--- src/rtl/ucode_pkg.sv ---
package ucode_pkg;
  parameter int OP_W   = 5;
  parameter int STEP_W = 3;
  parameter int CTRL_W = 20;
  localparam int BODY_N = (1 << STEP_W) - 2;

  localparam int END_BIT  = 4;
  localparam int HALT_BIT = 15;

  localparam logic [OP_W-1:0] OP_LAST = OP_W'(18);
  localparam logic [OP_W-1:0] OP_JZ   = OP_W'(17);
  localparam logic [OP_W-1:0] OP_JC   = OP_W'(18);

  localparam logic [CTRL_W-1:0] W_FETCH0 = CTRL_W'(20'h00104);
  localparam logic [CTRL_W-1:0] W_FETCH1 = CTRL_W'(20'h00068);
  localparam logic [CTRL_W-1:0] W_DONE   = CTRL_W'(20'h00010);
  localparam logic [CTRL_W-1:0] W_HALT   = CTRL_W'(20'h08000);
  localparam logic [CTRL_W-1:0] W_ARG    = CTRL_W'(20'h0010C);
  localparam logic [CTRL_W-1:0] W_MADR   = CTRL_W'(20'h00140);

  typedef struct packed {
    logic endInst;
    logic holdStep;
  } strobe_t;

  function automatic logic [CTRL_W-1:0] lookupWord(
      input logic [OP_W-1:0] op, input logic cFlag, input logic zFlag,
      input logic [STEP_W-1:0] step);
    logic [BODY_N-1:0][CTRL_W-1:0] body;
    logic taken;
    int idx;
    body  = '0;
    taken = (op == OP_JZ) ? zFlag : cFlag;
    idx   = int'(step) - 2;
    case (op)
      5'h00: body[0] = W_DONE;
      5'h01: begin body[0] = W_HALT; body[1] = W_DONE; end
      5'h02: begin body[0] = W_ARG; body[1] = 20'h04040; body[2] = W_DONE; end
      5'h03: begin body[0] = W_ARG; body[1] = W_MADR; body[2] = 20'h04040; body[3] = W_DONE; end
      5'h04: begin body[0] = W_ARG; body[1] = W_MADR; body[2] = 20'h02080; body[3] = W_DONE; end
      5'h05: begin body[0] = W_ARG; body[1] = 20'h00440; body[2] = W_DONE; end
      5'h06: begin body[0] = W_ARG; body[1] = W_MADR; body[2] = 20'h00440; body[3] = W_DONE; end
      5'h07: begin body[0] = W_ARG; body[1] = W_MADR; body[2] = 20'h00280; body[3] = W_DONE; end
      5'h08: begin body[0] = W_ARG; body[1] = 20'h00440; body[2] = 20'h15000; body[3] = W_DONE; end
      5'h09: begin
        body[0] = W_ARG; body[1] = W_MADR; body[2] = 20'h00440;
        body[3] = 20'h15000; body[4] = W_DONE;
      end
      5'h0A: begin body[0] = W_ARG; body[1] = 20'h00C40; body[2] = 20'h15800; body[3] = W_DONE; end
      5'h0B: begin
        body[0] = W_ARG; body[1] = W_MADR; body[2] = 20'h00C40;
        body[3] = 20'h15800; body[4] = W_DONE;
      end
      5'h0C: begin body[0] = 20'h02001; body[1] = W_DONE; end
      5'h0D: begin body[0] = 20'h00201; body[1] = W_DONE; end
      5'h0E: begin body[0] = W_ARG; body[1] = 20'h00041; body[2] = W_DONE; end
      5'h0F: begin body[0] = W_ARG; body[1] = W_MADR; body[2] = 20'h00041; body[3] = W_DONE; end
      5'h10: begin body[0] = W_ARG; body[1] = 20'h00042; body[2] = W_DONE; end
      5'h11, 5'h12: begin
        if (taken) begin body[0] = W_ARG; body[1] = 20'h00042; body[2] = W_DONE; end
        else begin body[0] = 20'h00008; body[1] = W_DONE; end
      end
      default: body = '0;
    endcase
    if (op > OP_LAST) return '0;
    if (idx == -2) return W_FETCH0;
    if (idx == -1) return W_FETCH1;
    if (idx < BODY_N) return body[idx];
    return '0;
  endfunction
endpackage

--- src/rtl/ucode_table.sv ---
module ucode_table
  import ucode_pkg::*;
(
  input  logic [OP_W-1:0]   opcode,
  input  logic              carry,
  input  logic              zero,
  input  logic [STEP_W-1:0] step,
  output logic [CTRL_W-1:0] ctrlWord,
  output strobe_t           strobes
);
  always_comb begin
    ctrlWord         = lookupWord(opcode, carry, zero, step);
    strobes.endInst  = ctrlWord[END_BIT];
    strobes.holdStep = ctrlWord[HALT_BIT];
  end
endmodule

--- src/rtl/ucode_step_ctrl.sv ---
module ucode_step_ctrl
  import ucode_pkg::*;
(
  input  logic              clk,
  input  logic              rst,
  input  strobe_t           strobes,
  output logic [STEP_W-1:0] step
);
  localparam logic [STEP_W-1:0] STEP_LAST = '1;
  logic [STEP_W-1:0] stepNext;

  always_comb begin
    if (strobes.holdStep)       stepNext = step;
    else if (strobes.endInst)   stepNext = '0;
    else if (step == STEP_LAST) stepNext = '0;
    else                        stepNext = step + STEP_W'(1);
  end

  always_ff @(posedge clk) begin
    if (rst) step <= '0;
    else     step <= stepNext;
  end
endmodule

--- src/rtl/ucode_sequencer.sv ---
module ucode_sequencer
  import ucode_pkg::*;
(
  input  logic              clk,
  input  logic              rst,
  input  logic [OP_W-1:0]   opcode,
  input  logic              carry,
  input  logic              zero,
  output logic [CTRL_W-1:0] ctrl
);
  logic [STEP_W-1:0] step;
  strobe_t           strobes;

  ucode_step_ctrl u_step (
    .clk(clk), .rst(rst), .strobes(strobes), .step(step)
  );

  ucode_table u_table (
    .opcode(opcode), .carry(carry), .zero(zero), .step(step),
    .ctrlWord(ctrl), .strobes(strobes)
  );
endmodule

--- config.mk ---
export PLATFORM = sky130hd
export DESIGN_NAME = ucode_sequencer
export DESIGN_NICKNAME = d
export VERILOG_FILES = /design/src/rtl/ucode_pkg.sv /design/src/rtl/ucode_table.sv /design/src/rtl/ucode_step_ctrl.sv /design/src/rtl/ucode_sequencer.sv
export SDC_FILE = /design/constraint.sdc
export NUM_CORES = 1
export LEC_CHECK = 0
export ABC_AREA = 1
export BUFFER_PORTS_ARGS = -buffer_cell sky130_fd_sc_hd__buf_2
export CAP_MARGIN = 20
export CORE_MARGIN = 5
export CORE_UTILIZATION = 35
export CTS_CLUSTER_DIAMETER = 200
export DETAILED_ROUTE_END_ITERATION = 10
export SLEW_MARGIN = 25
export SYNTH_ARGS = -nofsm -noshare
export SYNTH_HDL_FRONTEND = slang
export SYNTH_SLANG_ARGS = --single-unit
--- constraint.sdc ---
create_clock -name clk -period 2.1 [get_ports clk]
set_input_delay 0.21 -clock clk [delete_from_list [all_inputs] [get_ports clk]]
set_output_delay 0.21 -clock clk [all_outputs]
set_load 0.05 [all_outputs]
==> reports/qor.yml, run 1 <==
status: "finished clean"
synth_top_family_by_area: "simple AND/OR/NAND/NOR gates"
power.density_nw_per_um2: 854
yosys-top-cells-area: "nand2_1, nand3_1, inv_1"
synthFlopType: "dfxtp_1"
cp_cell_sequence: "clkinv_8 -> ha_4 -> nand3_4 -> nand2_4 -> nor2_4 -> inv_2 -> nor2_4 -> nand2_4 -> a221oi_4 -> buf_6"
hold_start: "rst"
io_pins: 29
slew_violations: 0
synth_compound_area_frac: 0.189
ys_async_sr_fraction: 0
reg2reg_slack_ps: 500
drcViolationCount: 0
drt-total-wl_um: 3080
grt_antenna_before_repair: 0
place_inst: 241
power_mw: 1.30
dieWidth_um: 63.0
largest_register_ffs: 3
cp_max_fo: 5
cts_tree: "built"
synth-simple-area-share: 0.515
numClockSinks: 3
leakage_nw: 0.757
via_per_inst: 5.25
first_global_vias: 1245
start_util: 0.359
worstHoldPathCells: 2
finalSetupTns_ps: 0
synthXorXnorAreaFrac: 0
synth_edf_count: 0
ys_types: 32
cap_violations: 0
drive_above_1_share: 0.419
cts_buffers: 3
top_register: "u_step.step"
dieArea_um2: 3970
final.min_clock_period_ps: 2080
clock_path_buffers: 2
rsz0062_at_grt: "yes"
clk_pin_slew_ps: 30
slowest_delay_ps: 370
synth_warnings: 0
layoutNonFillerInstCount: 248
synth_commonest_cells: "nand2_1, inv_1, nand3_1"
ys_ff_latch: 3
syn_to_final_growth_pct: 55.4
r2r_cells: 12
synth_seq_area_share: 0.0611
fin_crit_sh: 0.992
gp_congestion: 0.919
crit_type: "reg2out"
n_antenna_cell: 0
rr_endpoint: "u_step.step[0]"
hold_viol_final: 0
largestRegisters: "u_step.step x3"
start_kind: "register"
core_um2: 2730
detail-route-antenna-nets: 0
syn_inst: 179
cp_slowest_cell: "dfxtp_4"
vias: 1301
holdPathEnd: "u_step.step[1]"
ir_worst_vdd_v: 0.000680
h-tree-depth: 1
fp-row-count: 19
avgSynthCellArea_um2: 5.49
endpoint_kind: "primary output"
drt-initial-drc-count: 63
final_util: 0.558
setup_viol: 0
fp.dieH_um: 63.0
grt_pass1_wl_um: 5340
drtPass1Iterations: 4
synth_mux_area_frac: 0
final_net_count: 233
synth_area_um2: 982
clock.fmax_ghz: 0.480
overflow: 0
synth_top_cell_area_share: 0.187
fillCellCount: 267
yosysMostFrequentCell: "nand2_1"
r2r-start: "u_step.step[1]"
wire_per_inst_um: 12.4
track_usage: 0.156
cts-root-buf: "clkbuf_4"
synth_fa_ha_area_frac: 0.0764
cp.arrival_ps: 1870
port-buffer-count: 25
finalClockSkew_ps: 1.22
hpwl_um: 2480
clk-insertion-delay-late_ps: 230
critPathRequiredTime_ps: 1890
yosysTopAreaCell: "nand2_1"
grt_max_degree: 18
hold_class: "in2reg"
## layer usage
metal	wire length, µm	global-route usage
met5	0	0
met1	1320	0.194
met2	1610	0.278
met4	0	0.0345
met3	145	0.0252
## placed cells by master (no fill, tap or decap), types with 3 or more instances in the layout
master | netlist | routed
ha_4 | 0 | 3
a21oi_1 | 8 | 8
conb_1 | 1 | 3
nand2_1 | 49 | 47
clkbuf_4 | 0 | 4
buf_2 | 2 | 11
nand4_1 | 3 | 3
inv_1 | 22 | 19
nor2_1 | 15 | 12
buf_4 | 5 | 16
o21ai_0 | 4 | 4
a211oi_2 | 0 | 4
nand3_2 | 2 | 4
nor2_2 | 4 | 6
nand3_1 | 22 | 19
nor2_4 | 5 | 6
inv_2 | 3 | 6
buf_6 | 0 | 12
## repair_timing
item / in CTS / in global routing
pin swaps: 2 / 7
setup endpoints to repair: 14 / 15
hold buffers: 0 / 0
resized for setup: 21 / 26
setup buffers: 0 / 3
## how the worst max path moves through the flow
stage / startpoint / cells after the start / slack, ps / to
floorplan: u_step.step[0] / 12 / -250 / ctrl[16]
global placement: opcode[4] / 11 / 50 / ctrl[8]
detailed placement: u_step.step[1] / 12 / 20 / ctrl[4]
CTS: u_step.step[2] / 10 / 0.8 / ctrl[7]
global route: u_step.step[1] / 10 / -90 / ctrl[12]
finish: u_step.step[1] / 10 / 20 / ctrl[12]
## critical path: cells and delay by family (launching register included)
family	cells	cell delay, ps
buffers and inverters	3	320
AOI/OAI and AO/OA	1	220
and+or+nand+nor	5	530
adders and majority gates	1	170
DFF	1	370
## report_power, final
group | internal (mW) | switching, mW
registers | 0.0811 | 0.0309
clock network | 0.0710 | 0.0279
logic | 0.408 | 0.685
total | 0.560 | 0.744
## metrics by stage
step / setup WS (ps) / instance area, µm² / hold slack, ps
3_3_place_gp: 50.0 / 1330 / 401
3_5_place_dp: 18.5 / 1330 / 410
6_report: 16.7 / 1530 / 164
4_1_cts: 0.817 / 1430 / 154
5_1_grt: -92.8 / 1530 / 160
2_1_floorplan: -249 / 1160 / 279
## final cells by class
cell class / instances / area (µm²) / area share
Inverter: 27 / 126 / 0.0828
Sequential cell: 3 / 68.8 / 0.0451
Multi-Input combinational cell: 143 / 948 / 0.621
Timing Repair Buffer: 40 / 318 / 0.208
Tap cell: 31 / 38.8 / 0.0254
Clock buffer: 4 / 26.3 / 0.0172
## logic make-up (layout without fill, tap and decap cells)
| family | count (synthesis) | in the layout |
|---|---|---|
| AOI/OAI and AO/OA | 28 | 28 |
| adders and majority gates | 6 | 6 |
| buffers and inverters | 35 | 71 |
| DFF | 3 | 3 |
| other | 1 | 3 |
| and+or+nand+nor | 106 | 106 |
(Power assumes the default switching activity.)
==> run 2, diff against run 1 <==
--- a/config.mk
+++ b/config.mk
@@ -9,9 +9,10 @@
 export BUFFER_PORTS_ARGS = -buffer_cell sky130_fd_sc_hd__buf_2
 export CAP_MARGIN = 20
 export CORE_MARGIN = 5
-export CORE_UTILIZATION = 35
+export CORE_UTILIZATION = 47
 export CTS_CLUSTER_DIAMETER = 200
 export DETAILED_ROUTE_END_ITERATION = 10
+export PLACE_DENSITY = 0.77
 export SLEW_MARGIN = 25
 export SYNTH_ARGS = -nofsm -noshare
 export SYNTH_HDL_FRONTEND = slang
==> run 2 against run 1 <==
Against the previous run:
- first-iteration DRC count shrank 30%
- global-route usage increased by 4.6 points
- clock power down 2.1%
- the run now ends with setup timing left
- combinational power rose by 9%
==> reports/qor.yml, run 2 (same netlist as run 1, synthesis figures left out) <==
clock_path_buffers: 2  # unchanged
cts_tree: "built"
hpwl_um: 2460  # -0.73%
power_mw: 1.40  # +7.2%
fp-row-count: 16  # -3
finalClockSkew_ps: 2.03  # +0.811 ps
cts-root-buf: "clkbuf_4"
io_pins: 29  # unchanged
drive_above_1_share: 0.421  # +0.00146
start_util: 0.496  # +0.136
numClockSinks: 3  # unchanged
cts_buffers: 3  # unchanged
port-buffer-count: 25  # unchanged
via_per_inst: 5.58  # +6.4%
clk-insertion-delay-late_ps: 220  # about the same
p_int_mw: 0.591  # +5.6%
drtPass1Iterations: 4  # unchanged
n_antenna_cell: 0  # unchanged
ctsHoldBuffers: 0  # unchanged
slowest_delay_ps: 380  # about the same
p_seq_frac: 0.081  # -0.005
top_register: "u_step.step"
first_global_vias: 1258  # +1.0%
largest_register_ffs: 3  # unchanged
fp.dieH_um: 55.7  # -12%
cp_cell_sequence: "clkinv_8 -> ha_4 -> nand3_4 -> inv_2 -> nor2_4 -> inv_2 -> nor2_4 -> nand2_2 -> a211oi_2 -> buf_6"
worst_slack_ps: -28.5  # -45.2 ps
finalSetupTns_ps: -40.0  # -40.0 ps
rsz0062_at_grt: "yes"
dieWidth_um: 55.7  # -12%
hold_viol_final: 0  # unchanged
crit_type: "reg2out"
ir_worst_vdd_v: 0.000987  # +45%
grt_pass1_wl_um: 5390  # +0.90%
clock.fmax_ghz: 0.470  # -2.1%
slew_violations: 0  # unchanged
fin_crit_sh: 1.01  # +0.0215
track_usage: 0.203  # +0.0462
violations: "setup timing"
critPathRequiredTime_ps: 1890  # about the same
power.density_nw_per_um2: 908  # +6.3%
drt-total-wl_um: 3620  # +18%
hold_class: "in2reg"
post-route-cell-area_um2: 1540  # +0.82%
detail-route-antenna-nets: 0  # unchanged
largestRegisters: "u_step.step x3"
p_clk_frac: 0.069  # -0.007
dieArea_um2: 3100  # -22%
final_net_count: 237  # +1.7%
start_kind: "register"
path_buf_inv: 4  # +1
core_um2: 1980  # -28%
critical-path-top-delay-family: "simple AND/OR/NAND/NOR gates"
gp_congestion: 0.918  # -0.12%
cp_slowest_cell: "dfxtp_4"
h-tree-depth: 1  # unchanged
drcViolationCount: 0  # unchanged
status: "complete, but fails checks"
final_util: 0.777  # +0.218
overflow: 0  # unchanged
final_common_cell: "nand2_1"
leakage_nw: 0.774  # +2.3%
final.min_clock_period_ps: 2130  # +45.2 ps
cp_max_fo: 5  # unchanged
combPwrFrac: 0.850  # +0.012
wire_per_inst_um: 14.6  # +18%
endpoint_kind: "primary output"
clk_pin_slew_ps: 40  # about the same
mostFrequentLayoutCells: "nand2_1, buf_4, nand3_1"
setup_viol: 3  # +3
switchingPower_mw: 0.806  # +8.4%
drt-initial-drc-count: 44  # -30%
cap_violations: 0  # unchanged
cp.arrival_ps: 1920  # +50 ps
syn_to_final_growth_pct: 56.7
vias: 1384  # +6.4%
grt_antenna_before_repair: 0  # unchanged
grt_max_degree: 18  # unchanged
place_area_um2: 1340  # +0.75%
p_sw_frac: 0.577  # +0.00657
[run 2: per-layer routing]
layer | track usage | part of all wire | up-vias
met5 | 0 | 0 | -
met4 | 0.0382 | 0.021 | 0
met3 | 0.0139 | 0.072 | 11
met2 | 0.385 | 0.52 | 75
met1 | 0.247 | 0.39 | 633
li1 | - | - | 665
[run 2: power by group through the flow]
stage,Clock (mW),Combinational (mW),Sequential [mW]
2_1_floorplan,0,0.780,0.0869
3_3_place_gp,0,0.924,0.104
3_5_place_dp,0,0.938,0.105
4_1_cts,0.101,1.02,0.110
5_1_grt,0.115,1.28,0.116
6_report,0.0968,1.19,0.113
[run 2: final timing paths]
| kind | start | endpoint | slack [ps] | cells after the start |
|---|---|---|---|---|
| worst max-delay path | u_step.step[1] | ctrl[13] | -30 | 10 |
| worst min-delay path | rst | u_step.step[1] | 170 | 2 |
| worst max register to register | u_step.step[1] | u_step.step[1] | 430 | 12 |
| worst min register to register | u_step.step[2] | u_step.step[2] | 510 | 2 |
[run 2: area by class of cell]
class	instances	area [µm²]
multi-input cells	143	947
fillers	134	443
repair buffers	44	337
inverters	27	126
flip-flops and latches	3	68.8
well taps	27	33.8
clock buffers	4	26.3
[run 2: stage by stage]
stage / instances / worst slack, ps / hold WS, ps
6_report: 248 / -28.5 / 174
5_1_grt: 248 / -138 / 167
4_1_cts: 245 / 7.60 / 162
3_5_place_dp: 239 / 12.1 / 410
3_3_place_gp: 239 / 62.1 / 396
2_1_floorplan: 181 / -249 / 279
[run 2: timing repair]
action,CTS,global route
endpoints found under the setup margin,14,15
setup buffers,2,3
resized for setup,19,28
pin swaps,5,9
gates cloned,0,0
